**src/rtl/pause_det_pkg.sv**
```systemverilog
package pause_det_pkg;
  localparam int unsigned BYTE_W      = 8;
  localparam int unsigned DA_BYTES    = 6;
  localparam int unsigned HDR_OFS     = 12;  // type + opcode start
  localparam int unsigned HDR_BYTES   = 4;
  localparam int unsigned QNT_OFS     = 16;
  localparam int unsigned FRAME_BYTES = QNT_OFS + 2;
  localparam int unsigned IDX_W       = $clog2(FRAME_BYTES + 1);

  localparam logic [8*DA_BYTES-1:0]  CTRL_MC_DA  = 48'h0180_C200_0001;
  localparam logic [8*HDR_BYTES-1:0] CTRL_HDR    = 32'h8808_0001;

  typedef logic [IDX_W-1:0]  idx_t;
  typedef logic [BYTE_W-1:0] byte_t;

  function automatic byte_t pick_da_byte(logic [8*DA_BYTES-1:0] v, idx_t i);
    int unsigned sh;
    if (int'(i) >= DA_BYTES) return '0;
    sh = 8 * (DA_BYTES - 1 - int'(i));
    return byte_t'(v >> sh);
  endfunction

  function automatic byte_t pick_hdr_byte(idx_t i);
    int unsigned sh;
    if (int'(i) < HDR_OFS || int'(i) >= HDR_OFS + HDR_BYTES) return '0;
    sh = 8 * (HDR_OFS + HDR_BYTES - 1 - int'(i));
    return byte_t'(CTRL_HDR >> sh);
  endfunction
endpackage

```
**src/rtl/pause_byte_pos.sv**
```systemverilog
module pause_byte_pos
  import pause_det_pkg::*;
(
  input  logic clk_i,
  input  logic rst_ni,
  input  logic beat_i,
  input  logic sof_i,
  input  logic eof_i,
  output idx_t idx_o,
  output logic take_o
);
  localparam idx_t SAT = idx_t'(FRAME_BYTES);

  idx_t cnt_q;
  logic in_frame_q;

  assign idx_o  = sof_i ? '0 : cnt_q;
  assign take_o = beat_i && (sof_i || in_frame_q);

  always_ff @(posedge clk_i or negedge rst_ni) begin
    if (!rst_ni) begin
      cnt_q      <= '0;
      in_frame_q <= 1'b0;
    end else if (take_o) begin
      cnt_q      <= (idx_o == SAT) ? SAT : idx_o + idx_t'(1);
      in_frame_q <= !eof_i;
    end
  end

  AST_POS_SATURATES: assert property (@(posedge clk_i) disable iff (!rst_ni)
    cnt_q <= SAT) else $error("byte position beyond saturation");
  AST_SOF_RESTARTS: assert property (@(posedge clk_i) disable iff (!rst_ni)
    (beat_i && sof_i && !eof_i) |=> (cnt_q == idx_t'(1))) else $error("sof did not restart");
endmodule

```
**src/rtl/pause_field_match.sv**
```systemverilog
module pause_field_match
  import pause_det_pkg::*;
(
  input  logic                    clk_i,
  input  logic                    rst_ni,
  input  logic                    take_i,
  input  logic                    sof_i,
  input  idx_t                    idx_i,
  input  byte_t                   byte_i,
  input  logic [8*DA_BYTES-1:0]   station_i,
  output logic                    hdr_ok_o
);
  logic mc_q, st_q, tp_q;
  logic mc_n, st_n, tp_n;
  logic in_da, in_hdr;

  assign in_da  = int'(idx_i) < DA_BYTES;
  assign in_hdr = int'(idx_i) >= HDR_OFS && int'(idx_i) < HDR_OFS + HDR_BYTES;

  always_comb begin
    mc_n = mc_q;
    st_n = st_q;
    tp_n = tp_q;
    if (take_i) begin
      if (sof_i) begin
        mc_n = 1'b1;
        st_n = 1'b1;
        tp_n = 1'b1;
      end
      if (in_da) begin
        mc_n = mc_n && (byte_i == pick_da_byte(CTRL_MC_DA, idx_i));
        st_n = st_n && (byte_i == pick_da_byte(station_i, idx_i));
      end
      if (in_hdr) tp_n = tp_n && (byte_i == pick_hdr_byte(idx_i));
    end
  end

  assign hdr_ok_o = (mc_n || st_n) && tp_n;

  always_ff @(posedge clk_i or negedge rst_ni) begin
    if (!rst_ni) begin
      mc_q <= 1'b0;
      st_q <= 1'b0;
      tp_q <= 1'b0;
    end else begin
      mc_q <= mc_n;
      st_q <= st_n;
      tp_q <= tp_n;
    end
  end

  AST_MC_STICKY_LOW: assert property (@(posedge clk_i) disable iff (!rst_ni)
    (!mc_q && !(take_i && sof_i)) |=> !mc_q) else $error("mc match recovered");
  AST_TYPE_STICKY_LOW: assert property (@(posedge clk_i) disable iff (!rst_ni)
    (!tp_q && !(take_i && sof_i)) |=> !tp_q) else $error("type match recovered");
endmodule

```
**src/rtl/pause_quanta_cap.sv**
```systemverilog
module pause_quanta_cap
  import pause_det_pkg::*;
(
  input  logic        clk_i,
  input  logic        rst_ni,
  input  logic        take_i,
  input  idx_t        idx_i,
  input  byte_t       byte_i,
  output logic [15:0] quanta_next_o
);
  logic [15:0] sh_q;
  logic        grab;

  assign grab          = take_i && (int'(idx_i) == QNT_OFS || int'(idx_i) == QNT_OFS + 1);
  assign quanta_next_o = grab ? {sh_q[7:0], byte_i} : sh_q;

  always_ff @(posedge clk_i or negedge rst_ni) begin
    if (!rst_ni) sh_q <= '0;
    else         sh_q <= quanta_next_o;
  end
endmodule

```
**src/rtl/pause_frame_detector.sv**
```systemverilog
module pause_frame_detector
  import pause_det_pkg::*;
(
  input  logic        clk_i,
  input  logic        rst_ni,
  input  logic        rx_valid_i,
  input  logic [7:0]  rx_data_i,
  input  logic        rx_sof_i,
  input  logic        rx_eof_i,
  input  logic        rx_good_i,
  input  logic [47:0] station_addr_i,
  input  logic        full_duplex_en_i,
  input  logic        flow_ctrl_en_i,
  output logic        pause_det_o,
  output logic [15:0] pause_quanta_o
);
  idx_t        idx;
  logic        take;
  logic        hdr_ok;
  logic [15:0] quanta_next;
  logic        fire;
  logic        det_q;
  logic [15:0] quanta_q;

  pause_byte_pos u_pos (
    .clk_i (clk_i), .rst_ni (rst_ni), .beat_i (rx_valid_i),
    .sof_i (rx_sof_i), .eof_i (rx_eof_i), .idx_o (idx), .take_o (take)
  );

  pause_field_match u_match (
    .clk_i (clk_i), .rst_ni (rst_ni), .take_i (take), .sof_i (rx_sof_i),
    .idx_i (idx), .byte_i (rx_data_i), .station_i (station_addr_i), .hdr_ok_o (hdr_ok)
  );

  pause_quanta_cap u_qnt (
    .clk_i (clk_i), .rst_ni (rst_ni), .take_i (take), .idx_i (idx),
    .byte_i (rx_data_i), .quanta_next_o (quanta_next)
  );

  assign fire = take && rx_eof_i && rx_good_i && full_duplex_en_i && flow_ctrl_en_i
             && hdr_ok && (int'(idx) >= FRAME_BYTES - 1);

  always_ff @(posedge clk_i or negedge rst_ni) begin
    if (!rst_ni) begin
      det_q    <= 1'b0;
      quanta_q <= '0;
    end else begin
      det_q <= fire;
      if (fire) quanta_q <= quanta_next;
    end
  end

  assign pause_det_o    = det_q;
  assign pause_quanta_o = quanta_q;

  AST_PULSE_ONE_CYCLE: assert property (@(posedge clk_i) disable iff (!rst_ni)
    pause_det_o |=> !pause_det_o) else $error("pulse too long");
  AST_PULSE_AFTER_EOF: assert property (@(posedge clk_i) disable iff (!rst_ni)
    pause_det_o |-> $past(rx_valid_i && rx_eof_i)) else $error("pulse without eof");
  AST_PULSE_NEEDS_GOOD: assert property (@(posedge clk_i) disable iff (!rst_ni)
    pause_det_o |-> $past(rx_good_i)) else $error("pulse on bad frame");
  AST_PULSE_NEEDS_EN: assert property (@(posedge clk_i) disable iff (!rst_ni)
    pause_det_o |-> $past(full_duplex_en_i && flow_ctrl_en_i)) else $error("pulse while disabled");
  AST_QUANTA_HELD: assert property (@(posedge clk_i) disable iff (!rst_ni)
    !pause_det_o |-> $stable(pause_quanta_o)) else $error("quanta changed without pulse");
endmodule

```
**config.mk**
```make
export PLATFORM = sky130hd
export DESIGN_NAME = pause_frame_detector
export DESIGN_NICKNAME = d
export VERILOG_FILES = /design/src/rtl/pause_det_pkg.sv /design/src/rtl/pause_byte_pos.sv /design/src/rtl/pause_field_match.sv /design/src/rtl/pause_quanta_cap.sv /design/src/rtl/pause_frame_detector.sv
export SDC_FILE = /design/constraint.sdc
export NUM_CORES = 1
export LEC_CHECK = 0
export ABC_CLOCK_PERIOD_IN_PS = 3000
export BUFFER_PORTS_ARGS = -buffer_cell sky130_fd_sc_hd__buf_4
export CAP_MARGIN = 20
export CORE_ASPECT_RATIO = 1.5
export CORE_UTILIZATION = 52
export CTS_CLUSTER_SIZE = 16
export DETAILED_ROUTE_END_ITERATION = 10
export PLACE_DENSITY = 0.81
export SLEW_MARGIN = 10
export SYNTH_ARGS = -nofsm -noshare
export SYNTH_HDL_FRONTEND = slang
export SYNTH_SLANG_ARGS = --single-unit
```
**constraint.sdc**
```tcl
create_clock -name clk_i -period 3 [get_ports clk_i]
set_input_delay 0.15 -clock clk_i [delete_from_list [all_inputs] [get_ports clk_i]]
set_output_delay 0.15 -clock clk_i [all_outputs]
set_load 0.01 [all_outputs]
```
=== Word level (Yosys, flattened, before mapping) ===
Index checks and enable logic that the tools add are counted.

* Bits in registers: 42
* Bits of input ports: 64
* Output and inout bits: 17
* Logic and storage cells: 77

* Add/sub/neg operators: 3
* Magnitude comparators: 7
* Eq/ne operators: 6
* Shift-type cells: 3
* Muxes and demuxes: 32
* Reduce and logical (&&, ||, !) cells: 18

{| class="wikitable"
|+ Operators by type and width
! operator !! number
|-
| 2-to-1 mux 8 bit || 11
|-
| >> shifter 48 x 32 -> 8 bit || 1
|-
| >> shifter 41 x 32 -> 8 bit, first input constant || 1
|-
| >> shifter 32 x 32 -> 8 bit, first input constant || 1
|-
| equality test 8 bit || 3
|-
| 2-to-1 mux 1 bit || 18
|-
| 2-to-1 mux 16 bit || 1
|-
| equality test 5 bit, second input constant || 3
|-
| logical AND 1 bit || 13
|-
| greater-or-equal comparator 5 bit, second input constant || 2
|-
| 2-to-1 mux 5 bit || 2
|-
| subtractor 3 x 5 -> 6 bit, first input constant || 1
|-
| subtractor 4 x 5 -> 6 bit, first input constant || 1
|-
| adder 5 x 1 -> 5 bit, second input constant || 1
|-
| greater-or-equal comparator 5 x 3 -> 1 bit, second input constant || 1
|-
| greater-or-equal comparator 5 x 4 -> 1 bit, second input constant || 1
|-
| less-than comparator 5 x 3 -> 1 bit, second input constant || 1
|-
| less-than comparator 5 x 4 -> 1 bit, second input constant || 1
|-
| less-than comparator 5 bit, second input constant || 1
|-
| logical OR 1 bit || 4
|-
| logical NOT 1 bit || 1
|}

=== Logic depth before layout (Yosys ltp) ===
* Word-level depth: 16
* Mapped depth: 13
* Gate-level depth less buffers: 10

=== Cells and area by module ===
A second synthesis with hierarchy kept.

* Cells, all modules: 242
* Area, all modules: 2,701.3 µm²

{| class="wikitable"
|+ Modules (own cells, without submodules)
! module !! times used !! cells each !! area each (µm²) !! sequential area each (µm²)
|-
| pause_field_match || 1 || 131 || 942.2 || 75.1
|-
| pause_frame_detector || 1 || 38 || 714.4 || 425.4
|-
| pause_quanta_cap || 1 || 35 || 664.4 || 400.4
|-
| pause_byte_pos || 1 || 38 || 380.4 || 150.1
|}

=== Least setup slack after synthesis ===
Ideal clock, no wire load.

* Path type: register -> register
* Start: reg u_pos.cnt_q[0]
* End: reg u_match.st_q
* Library setup time: 0.092 ns
* Arrival time: 2.277 ns
* Data required time: 2.908 ns
* Slack: 0.631 ns
* Stages on the path, launching flop included: 14
* Buffers on the path: 3
* Clock period less this slack: 2.369 ns
* Path through: dfrtp_1 -> nor2b_2 -> buf_6 -> buf_12 -> buf_6 -> inv_1 -> ha_1 -> a211oi_1 -> o21bai_2 -> a2111oi_0 -> mux2i_1 -> o211ai_1 -> or3_1 -> o31ai_2

* Longest elaborated chain between the ends: 12
* Elaborated cells between the ends (all ways): 15
* Those cells by class: add/sub (1); order compare (2); eq/ne (1); shift (1); mux (9); reduce/logical (1)

{| class="wikitable"
|+ RTL lines
! element !! RTL line !! text
|-
| start, declared || pause_byte_pos.sv:14 || <nowiki>idx_t cnt_q;</nowiki>
|-
| start signal, assigned || pause_byte_pos.sv:25 || <nowiki>cnt_q <= (idx_o == SAT) ? SAT : idx_o + idx_t'(1);</nowiki>
|-
| 2-to-1 mux 5 bit (*) || pause_byte_pos.sv:17 || <nowiki>assign idx_o = sof_i ? '0 : cnt_q;</nowiki>
|-
| parallel branches: the longest is 9 deep, another holds subtractor 3 x 5 -> 6 bit || n/a ||
|-
| 2-to-1 mux 1 bit (*) || pause_field_match.sv:30 || <nowiki>if (in_da) begin</nowiki>
|-
| 2-to-1 mux 1 bit (*) || pause_field_match.sv:24 || <nowiki>if (take_i) begin</nowiki>
|-
| via u_match.st_n || pause_field_match.sv:14 || <nowiki>logic mc_n, st_n, tp_n;</nowiki>
|-
| end signal, assigned || pause_field_match.sv:47 || <nowiki>st_q <= st_n;</nowiki>
|-
| end, declared || pause_field_match.sv:13 || <nowiki>logic mc_q, st_q, tp_q;</nowiki>
|}

Mark *: on every way through the listed nets, which the timed path passes. The select of a mux whose other input is x is not followed.
A chain may end at the register's enable or synchronous reset.

=== Worst setup path in the final report ===
* Start: reg u_pos.cnt_q[1]
* End: reg u_match.st_q

Same word-level chain as after synthesis.

==> flow_metrics.env <==
export IMPL_status="finished clean"
export IMPL_ant_nets=0
export IMPL_syn_avg_cell_area_um2=10.4
export IMPL_place_gp_congestion=0.907
export IMPL_post_cts_buffers=0
export IMPL_rr_startpoint="u_pos.cnt_q[1]"
export IMPL_cp_cell_sequence="and2b_1 > inv_1 > ha_2 > nor3_2 > a2111oi_0 > mux2i_1 > o211ai_1 > or3_1 > o31ai_2"
export IMPL_drt_total_wl_um=6270
export IMPL_setup_viol=0
export IMPL_synth_seq_cells=42
export IMPL_grt_pass1_wl_um=10000
export IMPL_fin_ws_ns=0.317
export IMPL_cts_buffers=5
export IMPL_use_met1_pct=31.3
export IMPL_drt_pass1_iter_count=4
export IMPL_end_kind="flip-flop"
export IMPL_final_area_um2=3470
export IMPL_die_w_um=61.4
export IMPL_port_buffers=80
export IMPL_slowest_stage="dfrtp_1"
export IMPL_yosys_area_top_type_share_pct=38.2
export IMPL_clock_path_buffers=2
export IMPL_dieArea_um2=5590
export IMPL_finalCritPeriodShare_pct=89.4
export IMPL_finalPower_uw=1480
export IMPL_final_common_cell="buf_4"
export IMPL_num_vias=2313
export IMPL_vias_per_cell=5.70
export IMPL_htree_levels=2
export IMPL_r2r_end="u_match.st_q"
export IMPL_min_path_cells=2
export IMPL_clkSinkCount=42
export IMPL_stdcell_count=406
export IMPL_worst_pin_slew_ns=0.528
export IMPL_cp_num_cells=9
export IMPL_max_stage_delay_ns=0.50
export IMPL_numPlacedInstances=398
export IMPL_met3_usage_pct=3.42
export IMPL_holdCritPathClass="input pin to flip-flop"
export IMPL_fin_skew_ns=0.00761
export IMPL_yosys_warnings=0
export IMPL_antenna_cells=0
export IMPL_netlist_area_um2=2750
export IMPL_nFillCells=433
export IMPL_drtIter0Drc=59
export IMPL_dp_hpwl_um=4680
export IMPL_place_area_um2=3350
export IMPL_ys_async_sr_fraction_pct=100
export IMPL_final_cell_mix="buf_4 (80), dfrtp_1 (42), mux2i_1 (29)"
export IMPL_antenna_found_initial=0
export IMPL_fin_setup_tns_ns=0
export IMPL_min_period_ns=2.68
export IMPL_seq_area_frac_synth_pct=38.2
export IMPL_hold_path_startpoint="rx_eof_i"
export IMPL_grt_use_total_pct=23.9
export IMPL_finalHoldViolCount=0
export IMPL_reg2reg_setup_slack_ns=0.32
export IMPL_grt_max_degree=43
export IMPL_worst_path_buf_inv=1
export IMPL_grt_use_met2_pct=38.6
export IMPL_crit_family="simple AND/OR/NAND/NOR gates"
export IMPL_critPathRequiredTime_ns=3.20
export IMPL_path_class="flip-flop to flip-flop"
export IMPL_synth_nets=333
export IMPL_overflow=0
export IMPL_slew_violations=0
export IMPL_grt_busiest_layer="met2"
export IMPL_drc=0
export IMPL_post_place_ws_ns=0.274
export IMPL_power_density_nw_per_um2=427
export IMPL_die_h_um=91.1
export IMPL_drive_above_1_share_pct=38.5
export IMPL_register_area_um2=1050
export IMPL_cts_tree="yes"
export IMPL_syn_to_final_growth_pct=26.1
export IMPL_synth_edf_count=0
export IMPL_grt_setup_unrepaired="no"
export IMPL_grt_pass1_vias=2213
export IMPL_hold_end="u_pos.in_frame_q"
export IMPL_start_util_pct=53.7
export IMPL_ys_flop_type="dfrtp_1"
export IMPL_ys_top_cells_by_area="dfrtp_1 (38%), mux2i_1 (11%), mux2_2 (10%)"
export IMPL_multi_input_area_um2=1560
export IMPL_post_synth_top_area_cell="dfrtp_1"
export IMPL_maxClockFrequency_ghz=0.373
export IMPL_arrival_ns=2.88
export IMPL_startpoint_type="flip-flop"
export IMPL_route_detailed_wl_per_inst_um=15.4
export IMPL_p_leak_uw=0.00167
export IMPL_num_nets_final=407
export IMPL_rr_worst_depth=9
export IMPL_io_pins=81
export IMPL_synth_distinct_cells=58
export IMPL_clk_insertion_delay_late_ns=0.28
export IMPL_synth_cells=264
export IMPL_max_slew_margin_rel_pct=64.8
export IMPL_cp_max_fo=15
export IMPL_clk_pin_slew_ns=0.08
export IMPL_core_rowCount=32
export IMPL_peakVddDrop_mv=0.328
export IMPL_core_area_um2=5120
export IMPL_cts_root_buf="clkbuf_8"
export IMPL_max_cap_violations=0
## per-layer routing
metal / vias up / wire [um] / part of all wire (%)
met3: 11 / 355 / 5.7
met1: 1096 / 2680 / 43
met2: 79 / 3100 / 49
li1: 1127 / - / -
met5: - / 0 / 0
met4: 0 / 140 / 2.2
## layout make-up
cell class                 instances  share of cell area, %
multi-input combinational        199                   45.0
sequential                        42                   30.3
timing repair buffer              82                   18.2
tap                               68                   2.45
clock buffer                       6                   2.38
clock inverter                     1                  0.865
inverter                           8                  0.865
## flip-flops by register name, indices dropped and copies added, names as in the netlist
register and flops:
u_match.st_q 1, u_qnt.sh_q 16, pause_quanta_o 16, u_match.mc_q 1, u_pos.in_frame_q 1, u_match.tp_q 1
pause_det_o 1, u_pos.cnt_q 5
## Yosys cell counts, types with 2 or more instances
library cell,count
nand2b_1,4
a31oi_1,3
a2111oi_0,3
nor2_1,14
ha_1,5
o21ai_0,23
dfrtp_1,42
o21ai_1,4
mux2i_1,29
and3_1,2
o221ai_1,7
clkbuf_1,3
nor2b_1,2
a21oi_1,5
buf_2,4
nand2_1,14
inv_1,8
a21o_1,2
mux2_4,4
nor3_1,4
buf_6,4
nor3b_1,3
mux2_2,25
xor2_1,2
o211ai_1,4
nor3_2,2
a211oi_1,3
nand3_1,8
or3_1,2
## timing repair
item,4_1_cts,5_1_grt
setup endpoints to repair,0,1
resized for setup,0,1
endpoints found under the hold margin,42,0
hold buffers,1,0
## worst max path at each step
| stage | slack (ns) | start | end |
|---|---|---|---|
| 3_5_place_dp | 0.27 | u_pos.cnt_q[1] | u_match.st_q |
| 3_3_place_gp | 0.38 | u_pos.cnt_q[1] | u_match.st_q |
| 6_report | 0.32 | u_pos.cnt_q[1] | u_match.st_q |
| 5_1_grt | 0.06 | u_pos.cnt_q[2] | u_match.st_q |
| 4_1_cts | 0.25 | u_pos.cnt_q[1] | u_match.st_q |
| 2_1_floorplan | 0.63 | u_pos.cnt_q[0] | u_match.st_q |
## worst register-to-register path: cells and delay by family (launching register included)
family | cells | cell delay (ns)
buf+inv | 1 | 0.10
flops | 1 | 0.50
fa+ha+maj | 1 | 0.39
mux | 1 | 0.18
compound gates | 3 | 0.43
simple gates | 3 | 1.01
## where the power goes
part           internal (uW)  switching, uW  total, uW
Clock                    266            178        445
Combinational            197            234        431
Sequential               581           26.4        607
## through the flow
| stage | util, % | hold slack (ns) |
|---|---|---|
| global route | 67.7 | 0.0750 |
| detailed placement | 65.3 | 0.167 |
| global placement | 65.3 | 0.161 |
| finish | 67.7 | 0.0651 |
| CTS | 67.7 | 0.0687 |
| floorplan | - | -0.146 |
## kinds of logic (layout without fill, tap and decap cells)
logic type / count (synthesis) / after routing / synth area share [%]
xor gates and xnor gates: 2 / 2 / 0.636
buffers and inverters: 23 / 97 / 5.32
AOI/OAI and AO/OA: 66 / 66 / 16.6
DFF: 42 / 42 / 38.2
muxes: 58 / 58 / 23.0
adders and majority gates: 5 / 5 / 2.27
and+or+nand+nor: 68 / 68 / 14.0
Power figures use the tool's default switching activity.
